$ cat config.mk
export PLATFORM = sky130hd
export DESIGN_NAME = dma_irq_aggregator
export DESIGN_NICKNAME = d
export VERILOG_FILES = /design/src/rtl/dirq_pkg.sv /design/src/rtl/dirq_regif.sv /design/src/rtl/dirq_status_bank.sv /design/src/rtl/dirq_mask_irq.sv /design/src/rtl/dma_irq_aggregator.sv
export SDC_FILE = /design/constraint.sdc
export NUM_CORES = 1
export LEC_CHECK = 0
export CELL_PAD_IN_SITES_DETAIL_PLACEMENT = 2
export CELL_PAD_IN_SITES_GLOBAL_PLACEMENT = 2
export CORE_ASPECT_RATIO = 1.5
export CORE_MARGIN = 4
export CORE_UTILIZATION = 19
export CTS_CLUSTER_DIAMETER = 50
export DETAILED_ROUTE_END_ITERATION = 10
export PLACE_DENSITY = 0.81
export RECOVER_POWER = 100
export SYNTH_ARGS = -nofsm -noshare
export SYNTH_HDL_FRONTEND = slang
export SYNTH_HIERARCHICAL = 1
export SYNTH_SLANG_ARGS = --single-unit
$ cat constraint.sdc
create_clock -name clk -period 2.2 [get_ports clk]
set_input_delay 0.22 -clock clk [delete_from_list [all_inputs] [get_ports clk]]
set_output_delay 0.22 -clock clk [all_outputs]
set_load 0.005 [all_outputs]
$ cat src/rtl/dirq_pkg.sv
// Package: shared register offsets and the decoded register selector.
// Assumes offsets are byte addresses compared at full 32-bit width.
package dirq_pkg;

    localparam logic [31:0] OFS_MODE    = 32'h0000_0034;
    localparam logic [31:0] OFS_STATUS  = 32'h0008_0000;
    localparam logic [31:0] OFS_PENDING = 32'h0008_0004;
    localparam logic [31:0] OFS_ENABLE  = 32'h0008_0008;

    typedef enum logic [2:0] {
        SEL_NONE,
        SEL_MODE,
        SEL_STATUS,
        SEL_PENDING,
        SEL_ENABLE
    } reg_sel_e;

    // Map a zero-extended byte offset onto the register it names.
    function automatic reg_sel_e decode_offset(input logic [31:0] ofs);
        reg_sel_e sel;
        case (ofs)
            OFS_MODE:    sel = SEL_MODE;
            OFS_STATUS:  sel = SEL_STATUS;
            OFS_PENDING: sel = SEL_PENDING;
            OFS_ENABLE:  sel = SEL_ENABLE;
            default:     sel = SEL_NONE;
        endcase
        return sel;
    endfunction

endpackage

$ cat src/rtl/dirq_regif.sv
// Module: dirq_regif
// Decodes single-cycle register accesses into write strobes for the
// status and enable banks, holds the addressing-mode bit, and returns
// registered read data one cycle after each read request.
// Assumes: ADDR_W <= 32 and ADDR_W >= 20; NCH in 1..32.
module dirq_regif #(
    parameter int NCH    = 8,
    parameter int ADDR_W = 20
) (
    input  logic              clk,
    input  logic              rst_n,
    input  logic              bus_sel,
    input  logic              bus_we,
    input  logic [ADDR_W-1:0] bus_addr,
    input  logic [31:0]       bus_wdata,
    input  logic [NCH-1:0]    status_i,
    input  logic [NCH-1:0]    pending_i,
    input  logic [NCH-1:0]    enable_i,
    output logic              clr_we_o,
    output logic [NCH-1:0]    clr_mask_o,
    output logic              en_we_o,
    output logic [NCH-1:0]    en_wdata_o,
    output logic              mode_o,
    output logic [31:0]       bus_rdata,
    output logic              bus_rvalid
);
    import dirq_pkg::*;

    logic [31:0] addr_ext;
    reg_sel_e    sel;
    logic        rd_req;
    logic        wr_req;
    logic        mode_q;
    logic [31:0] rd_mux;
    logic        unused_wbits;

    // Zero-extend the offset and name the register it selects.
    always_comb begin
        addr_ext = '0;
        addr_ext[ADDR_W-1:0] = bus_addr;
        sel = decode_offset(addr_ext);
    end

    assign rd_req = bus_sel && !bus_we;
    assign wr_req = bus_sel && bus_we;

    assign clr_we_o     = wr_req && (sel == SEL_STATUS);
    assign en_we_o      = wr_req && (sel == SEL_ENABLE);
    assign clr_mask_o   = bus_wdata[NCH-1:0];
    assign en_wdata_o   = bus_wdata[NCH-1:0];
    assign unused_wbits = ^bus_wdata;

    // Store bit 0 of writes to the addressing-mode register.
    always_ff @(posedge clk) begin
        if (!rst_n)
            mode_q <= 1'b0;
        else if (wr_req && (sel == SEL_MODE))
            mode_q <= bus_wdata[0];
    end

    assign mode_o = mode_q;

    // Select read data, padding channel vectors with zeros above NCH.
    always_comb begin
        rd_mux = '0;
        case (sel)
            SEL_MODE:    rd_mux[0]       = mode_q;
            SEL_STATUS:  rd_mux[NCH-1:0] = status_i;
            SEL_PENDING: rd_mux[NCH-1:0] = pending_i;
            SEL_ENABLE:  rd_mux[NCH-1:0] = enable_i;
            default:     rd_mux          = '0;
        endcase
    end

    // Register read data and its strobe for the cycle after a read.
    always_ff @(posedge clk) begin
        if (!rst_n) begin
            bus_rvalid <= 1'b0;
            bus_rdata  <= '0;
        end else begin
            bus_rvalid <= rd_req;
            bus_rdata  <= rd_req ? rd_mux : '0;
        end
    end

    p_rvalid_follows_r11: assert property (@(posedge clk) disable iff (!rst_n)
        rd_req |=> bus_rvalid);
    p_rvalid_quiet_r11: assert property (@(posedge clk) disable iff (!rst_n)
        !rd_req |=> !bus_rvalid);
    p_unmapped_zero_r10: assert property (@(posedge clk) disable iff (!rst_n)
        (rd_req && sel == SEL_NONE) |=> (bus_rdata == 32'h0));
    p_mode_store_r9: assert property (@(posedge clk) disable iff (!rst_n)
        (wr_req && sel == SEL_MODE) |=> (mode_o == $past(bus_wdata[0])));

endmodule

$ cat src/rtl/dirq_status_bank.sv
// Module: dirq_status_bank
// One latch per channel: a completion pulse sets it, a write-one clears
// it, and a pulse in the same cycle as a clear keeps the bit set.
// Assumes: done_i bits are single-cycle pulses from the channel engines.
module dirq_status_bank #(
    parameter int NCH = 8
) (
    input  logic           clk,
    input  logic           rst_n,
    input  logic [NCH-1:0] done_i,
    input  logic           clr_we_i,
    input  logic [NCH-1:0] clr_mask_i,
    output logic [NCH-1:0] status_o
);

    for (genvar ch = 0; ch < NCH; ch++) begin : g_bit
        // Set on completion, else clear on a write-one to this bit.
        always_ff @(posedge clk) begin
            if (!rst_n)
                status_o[ch] <= 1'b0;
            else if (done_i[ch])
                status_o[ch] <= 1'b1;
            else if (clr_we_i && clr_mask_i[ch])
                status_o[ch] <= 1'b0;
        end

        p_pulse_wins_r4: assert property (@(posedge clk) disable iff (!rst_n)
            done_i[ch] |=> status_o[ch]);
        p_clear_r3: assert property (@(posedge clk) disable iff (!rst_n)
            (clr_we_i && clr_mask_i[ch] && !done_i[ch]) |=> !status_o[ch]);
        p_hold_r3: assert property (@(posedge clk) disable iff (!rst_n)
            (!done_i[ch] && !(clr_we_i && clr_mask_i[ch])) |=> $stable(status_o[ch]));
    end

endmodule

$ cat src/rtl/dirq_mask_irq.sv
// Module: dirq_mask_irq
// Holds the enable mask, forms pending = status AND enable, and raises
// the interrupt line while any pending bit is set.
// Assumes: status_i comes from flops, so irq_o is glitch-free per cycle.
module dirq_mask_irq #(
    parameter int NCH = 8
) (
    input  logic           clk,
    input  logic           rst_n,
    input  logic [NCH-1:0] status_i,
    input  logic           en_we_i,
    input  logic [NCH-1:0] en_wdata_i,
    output logic [NCH-1:0] enable_o,
    output logic [NCH-1:0] pending_o,
    output logic           irq_o
);

    // Load the enable mask on a write to its offset.
    always_ff @(posedge clk) begin
        if (!rst_n)
            enable_o <= '0;
        else if (en_we_i)
            enable_o <= en_wdata_i;
    end

    assign pending_o = status_i & enable_o;
    assign irq_o     = |pending_o;

    p_mask_silences_r7: assert property (@(posedge clk) disable iff (!rst_n)
        (enable_o == '0) |-> !irq_o);
    p_irq_needs_status_r6: assert property (@(posedge clk) disable iff (!rst_n)
        irq_o |-> (status_i != '0));
    p_enable_load_r12: assert property (@(posedge clk) disable iff (!rst_n)
        en_we_i |=> (enable_o == $past(en_wdata_i)));

endmodule

$ cat src/rtl/dma_irq_aggregator.sv
// Module: dma_irq_aggregator (top)
// Collects per-channel completion pulses into a write-one-to-clear
// status register, masks them with an enable register and drives one
// level interrupt. Also exports an addressing-mode control bit.
// Assumes: one-cycle register accesses; NCH in 1..32; ADDR_W in 20..32.
module dma_irq_aggregator #(
    parameter int NCH    = 8,
    parameter int ADDR_W = 20
) (
    input  logic              clk,
    input  logic              rst_n,
    input  logic [NCH-1:0]    done_pulse,
    input  logic              bus_sel,
    input  logic              bus_we,
    input  logic [ADDR_W-1:0] bus_addr,
    input  logic [31:0]       bus_wdata,
    output logic [31:0]       bus_rdata,
    output logic              bus_rvalid,
    output logic              irq,
    output logic              addr32_mode
);
    import dirq_pkg::*;

    logic           clr_we;
    logic [NCH-1:0] clr_mask;
    logic           en_we;
    logic [NCH-1:0] en_wdata;
    logic [NCH-1:0] status;
    logic [NCH-1:0] enable;
    logic [NCH-1:0] pending;
    logic [31:0]    addr_ext;

    dirq_regif #(.NCH(NCH), .ADDR_W(ADDR_W)) u_regif (
        .clk        (clk),
        .rst_n      (rst_n),
        .bus_sel    (bus_sel),
        .bus_we     (bus_we),
        .bus_addr   (bus_addr),
        .bus_wdata  (bus_wdata),
        .status_i   (status),
        .pending_i  (pending),
        .enable_i   (enable),
        .clr_we_o   (clr_we),
        .clr_mask_o (clr_mask),
        .en_we_o    (en_we),
        .en_wdata_o (en_wdata),
        .mode_o     (addr32_mode),
        .bus_rdata  (bus_rdata),
        .bus_rvalid (bus_rvalid)
    );

    dirq_status_bank #(.NCH(NCH)) u_status (
        .clk        (clk),
        .rst_n      (rst_n),
        .done_i     (done_pulse),
        .clr_we_i   (clr_we),
        .clr_mask_i (clr_mask),
        .status_o   (status)
    );

    dirq_mask_irq #(.NCH(NCH)) u_mask (
        .clk        (clk),
        .rst_n      (rst_n),
        .status_i   (status),
        .en_we_i    (en_we),
        .en_wdata_i (en_wdata),
        .enable_o   (enable),
        .pending_o  (pending),
        .irq_o      (irq)
    );

    // Zero-extended offset, used only by the top-level checks.
    always_comb begin
        addr_ext = '0;
        addr_ext[ADDR_W-1:0] = bus_addr;
    end

    p_pending_ro_r8: assert property (@(posedge clk) disable iff (!rst_n)
        (bus_sel && bus_we && addr_ext == OFS_PENDING && done_pulse == '0)
        |=> ($stable(status) && $stable(enable)));
    p_reset_quiet_r1: assert property (@(posedge clk)
        !rst_n |=> (!irq && !addr32_mode && !bus_rvalid));

endmodule

### Word level (Yosys, flattened, before mapping)

Cells that the tools add are included.

| cells by class | value |
|---|---|
| equality and inequality tests | 8 |
| muxes and demuxes | 19 |
| bitwise logic cells | 1 |
| reductions and logical operators | 24 |

Operators by type and width:

| operator | count |
|---|---|
| 20-bit equality test, second input constant | 3 |
| 7-bit case mux with 3 select lines | 1 |
| 20-bit by 6-bit equality test with 1-bit output, second input constant | 1 |
| 1-bit 2-to-1 mux | 16 |
| 2-bit nonzero test | 8 |
| 1-bit logical AND | 13 |
| 3-bit case mux with 4 select lines | 1 |
| 8-bit AND | 1 |
| 8-bit OR reduction | 1 |
| 3-bit by 2-bit equality test with 1-bit output, second input constant | 2 |
| 1-bit case mux with 4 select lines | 1 |
| 3-bit by 1-bit equality test with 1-bit output, second input constant | 1 |
| 3-bit equality test, second input constant | 1 |
| 2-bit AND reduction | 1 |
| 1-bit zero test | 1 |

| word-level totals | value |
|---|---|
| bits in registers | 50 |
| input port bits | 64 |
| output and inout bits | 35 |
| word-level logic and storage cells | 65 |

### Longest topological paths before layout

Gate-level depths: netlist (run 1).

| depth | value |
|---|---|
| depth in word-level cells | 7 |
| mapped depth | 7 |
| mapped depth without buffers | 6 |

### Hierarchy

Netlist (run 1), hierarchy kept.

By module, submodules not included:

| module | times used | cells each | area an instance (um^2) |
|---|---|---|---|
| dirq_regif | 1 | 109 | 913.4 |
| dirq_mask_irq | 1 | 36 | 367.9 |
| dirq_status_bank | 1 | 33 | 285.3 |

### Worst setup path before layout (run 1)

No wires, ideal clock.

| path | value |
|---|---|
| kind | input -> register |
| from | in bus_addr[1] |
| to | reg u_mask.enable_o[0] |
| arrival | 1,954 ps |
| slack | 130 ps |
| stages | 7 |
| cells stage by stage | nor4_2 nand4_2 or4_4 nor2_1 clkbuf_1 mux2i_1 nor2b_1 |

| between the ends | value |
|---|---|
| longest elaborated chain between the ends | 4 |
| elaborated cells on any way between the ends | 7 |

Ends and longest elaborated chain:

| item | RTL line | RTL |
|---|---|---|
| start, declared | dma_irq_aggregator.sv:15 | `input logic [ADDR_W-1:0] bus_addr,` |
| 20-bit equality test or 20-bit by 6-bit equality test with 1-bit output (tied branches) | dirq_pkg.sv:21 | `case (ofs)` |
| 3-bit case mux with 4 select lines (*) | dirq_pkg.sv:21 |  |
| 3-bit equality test (*) | dirq_regif.sv:48 | `assign en_we_o = wr_req && (sel == SEL_ENABLE);` |
| 1-bit logical AND (*) | dirq_regif.sv:48 |  |
| net en_we | dma_irq_aggregator.sv:26 | `logic en_we;` |
| end signal, assigned | dirq_mask_irq.sv:23 | `enable_o <= en_wdata_i;` |
| end, declared | dirq_mask_irq.sv:13 | `output logic [NCH-1:0] enable_o,` |

Mark *: on every way through the listed nets, which the timed path passes. The rest lies on a longest branch.
A chain may end at the register's enable or synchronous reset.

### Final worst setup path (run 1)

| path | value |
|---|---|
| from | reg u_status.status_o[0] |
| to | out irq |

| between the ends | value |
|---|---|
| longest elaborated chain between the ends | 2 |

Ends and longest elaborated chain:

| item | RTL line | RTL |
|---|---|---|
| start, declared | dirq_status_bank.sv:13 | `output logic [NCH-1:0] status_o` |
| start signal, assigned by index | dirq_status_bank.sv:20 | `status_o[ch] <= 1'b0;` |
| start signal, assigned by index | dirq_status_bank.sv:22 | `status_o[ch] <= 1'b1;` |
| start signal, assigned by index | dirq_status_bank.sv:24 | `status_o[ch] <= 1'b0;` |
| 8-bit AND | dirq_mask_irq.sv:26 | `assign pending_o = status_i & enable_o;` |
| net pending[0] | dma_irq_aggregator.sv:30 | `logic [NCH-1:0] pending;` |
| 8-bit OR reduction | dirq_mask_irq.sv:27 | `assign irq_o = \|pending_o;` |
| end, declared | dma_irq_aggregator.sv:19 | `output logic irq,` |

The timed path passes the listed nets, and every way through them passes these cells.

==> metrics.cfg, run 1 <==
[run_status]
status = complete, no violations

[setup_path]
arrival_ns = 1.90
cp_slowest_stage_delay_ns = 0.50
cp-start-kind = register
r2r_cells = 4
worstSetupEndpointType = primary output
critPathMaxFanout = 3
cp_data_required_time_ns = 1.98
slowest_stage = or4_1
cp_common_cell = or4_1
regToRegStartpoint = u_status/status_o[0]
r2r_end = u_regif/bus_rdata[0]
path_class = reg2out
r2r_slack_ns = 1.12
crit_chain = and2_1 -> or4_1 -> or4_1 -> clkdlybuf4s15_1

[placement]
place_area_sq_um = 2030
gp_congestion = 0.685
portBuffers = 50
place_ws_ns = -0.253
dp_hpwl_um = 3790

[cts]
cts_tree = built
clk_latency_ns = 0.27
cts_sinks = 26
cts-root-buf = clkbuf_16
htree_levels = 1
post-cts-setup-buffer-count = 0
clk_pin_slew_ns = 0.07
cts_buffers = 3
cts_buffer_depth = 2

[grt]
grt_pass1_vias = 1539
antenna_found_initial = 0
grt_usage_pct = 10.0
grt_pass1_wl_um = 7560
grt_max_degree = 16
gr-total-overflow = 0

[power_and_ir_drop]
swShare_pct = 23.1
p_int_mw = 0.847
p_leak_nw = 0.864
p_seq_share_pct = 44.4
p_switching_mw = 0.254
ir_drop_mv = 0.254
pwr-share-comb_pct = 13.6
cellPowerDensity_nw_per_um2 = 518
power.share.clock_pct = 42.0

[synthesis]
synth-seq-cells = 26
syn_area_per_cell_sq_um = 8.80
synthFlopType = dfxtp_1
synth_edf_count = 0
ys_seq_area_share_pct = 33.2
synth_top_cell_by_area = dfxtp_1
yosys.area.top_type_share_pct = 33.2
ys_top_cells_by_count = buf_4 (41), dfxtp_1 (26), mux2i_1 (17)
syn_inst = 178
synth.distinct_cells = 28
yosysWarnings = 6
synth_area_sq_um = 1570
synthTopCellsByArea = dfxtp_1 (33%), buf_4 (20%), mux2i_1 (11%)
synth.most_common_cell = buf_4
async_reset_ff_share_pct = 0

[sta]
final_max_slew_viol_count = 0
period_minus_slack_ns = 2.12
timing.final.crit_share_pct = 96.3
grt_setup_unrepaired = no
finalHoldViolCount = 0
hold_ws_ns = 0.489
fin_skew_ns = 0.00259
timing.final.ws_setup_ns = 0.0806
tns_ns = 0
fmax_mhz = 472
finalSetupViolations = 0

[final_layout]
final_nets = 285
nFillCells = 926
fin_area_sq_um = 2130
seq_area_sq_um = 522
multiInputGateArea_sq_um = 779
diodes = 0
post-route-util_pct = 26.6
area_growth_pct = 35.9
drive_gt1_share_pct = 10.5

[hold_path]
min_from = u_regif/mode_o
holdPathEnd = u_regif/mode_o
min-delay-path-class = reg2reg
hold_depth = 2

[die]
ios = 99
fp.dieW_um = 82.1
start_util_pct = 19.6
die_area_sq_um = 9790
core_sq_um = 8010
die_h_um = 119
rows = 40

[drt]
via_per_inst = 3.89
drt_wl_total_um = 4650
wire_per_inst_um = 14.3
drcViolationCount = 0
route.vias.total = 1264
dr.pass1.iters = 2
drt_iter0_drc = 47
ant_nets = 0

[job]
cap_violations = 0

==> area by class of cell <==
cell class                 instances  share of cell area [%]
clock buffer                       4                    4.17
inverter                          10                    1.76
multi-input combinational        120                    36.6
sequential                        26                    24.5
tap                              105                    6.17
timing repair buffer              60                    26.7
==> placed cells by master, fill, tap and decap left out, types with 2 or more instances in the layout <==
cell type and instances:
a31oi_1 8, inv_1 10, nor4_4 2, nor2_1 2, clkdlybuf4s50_1 38, or4_1 2, mux2i_1 17, dfxtp_1 25
buf_4 8, nor2b_1 9, o21ai_0 15, dlygate4sd3_1 11, conb_1 24, nand2_1 13, and2_1 8, and2_0 6
clkbuf_16 3
==> state kept, by name, summed over array words and instances (netlist names) <==
signal / cells
u_status/status_o: 8
u_mask/enable_o: 8
u_regif/mode_o: 1
u_regif/bus_rdata: 8
u_regif/bus_rvalid: 1
==> stage by stage <==
| stage | cells | total power [mW] |
|---|---|---|
| after global placement | 321 | 0.643 |
| final | 325 | 1.10 |
| after floorplan | 201 | 0.597 |
| after detailed placement | 321 | 0.649 |
| after global routing | 325 | 1.15 |
| after CTS | 325 | 1.11 |
==> power by group through the flow <==
stage	Combinational, mW	Clock (mW)	Sequential, mW
2_1_floorplan	0.0994	0	0.497
3_3_place_gp	0.143	0	0.499
4_1_cts	0.150	0.465	0.490
3_5_place_dp	0.149	0	0.500
5_1_grt	0.167	0.494	0.491
6_report	0.150	0.462	0.489
==> routing by layer <==
layer  global-route usage, %  vias up  part of all wire [%]
met5                       0        -                     0
met1                    10.6      607                    37
li1                        -      613                     -
met3                    2.04        5                   4.3
met4                    3.43        0                   1.5
met2                    18.8       39                    57
==> worst max path at each step <==
| stage | endpoint | start | cells after the start |
|---|---|---|---|
| floorplan | u_mask/enable_o[0] | bus_addr[1] | 7 |
| global route | u_mask/enable_o[6] | bus_addr[1] | 8 |
| finish | irq | u_status/status_o[0] | 4 |
| CTS | irq | u_status/status_o[3] | 4 |
| global placement | u_mask/enable_o[4] | bus_addr[9] | 8 |
| detailed placement | u_mask/enable_o[4] | bus_addr[1] | 8 |
==> worst max-delay path, delay by kind of cell, from the launching register on <==
family / cells / cell delay (ns)
and+or+nand+nor: 3 / 1.09
buffers and inverters: 1 / 0.22
DFF: 1 / 0.32
==> cells by family (layout without fill, tap and decap cells) <==
kind of cell           count (synthesis)  in the layout  share of synthesized area (%)
AOI/OAI and AO/OA                     26             26                           10.7
buffers and inverters                 55             74                           23.2
DFF                                   26             26                           33.2
muxes                                 17             17                           10.9
other                                  1             24                          0.239
and+or+nand+nor                       53             53                           21.7
==> timing repair <==
action / 4_1_cts / 5_1_grt
pin swaps: 1 / 0
resized for setup: 2 / 4
endpoints found under the setup margin: 1 / 7
hold buffers: 0 / 0
No activity file was read; power rests on OpenSTA's default activity.
==> inputs of run 2 (changes only) <==
--- a/config.mk
+++ b/config.mk
@@ -12,6 +12,7 @@
 export CORE_UTILIZATION = 19
 export CTS_CLUSTER_DIAMETER = 50
 export DETAILED_ROUTE_END_ITERATION = 10
+export HOLD_SLACK_MARGIN = 0.1
 export PLACE_DENSITY = 0.81
 export RECOVER_POWER = 100
 export SYNTH_ARGS = -nofsm -noshare
==> results of run 2 <==
No change in the layout: final DEF, timing and power equal those of run 1.
==> inputs of run 3 (changes only) <==
--- a/config.mk
+++ b/config.mk
@@ -12,7 +12,6 @@
 export CORE_UTILIZATION = 19
 export CTS_CLUSTER_DIAMETER = 50
 export DETAILED_ROUTE_END_ITERATION = 10
-export HOLD_SLACK_MARGIN = 0.1
 export PLACE_DENSITY = 0.81
 export RECOVER_POWER = 100
 export SYNTH_ARGS = -nofsm -noshare
==> results of run 3 <==
No change in the layout: final DEF, timing and power equal those of run 1.
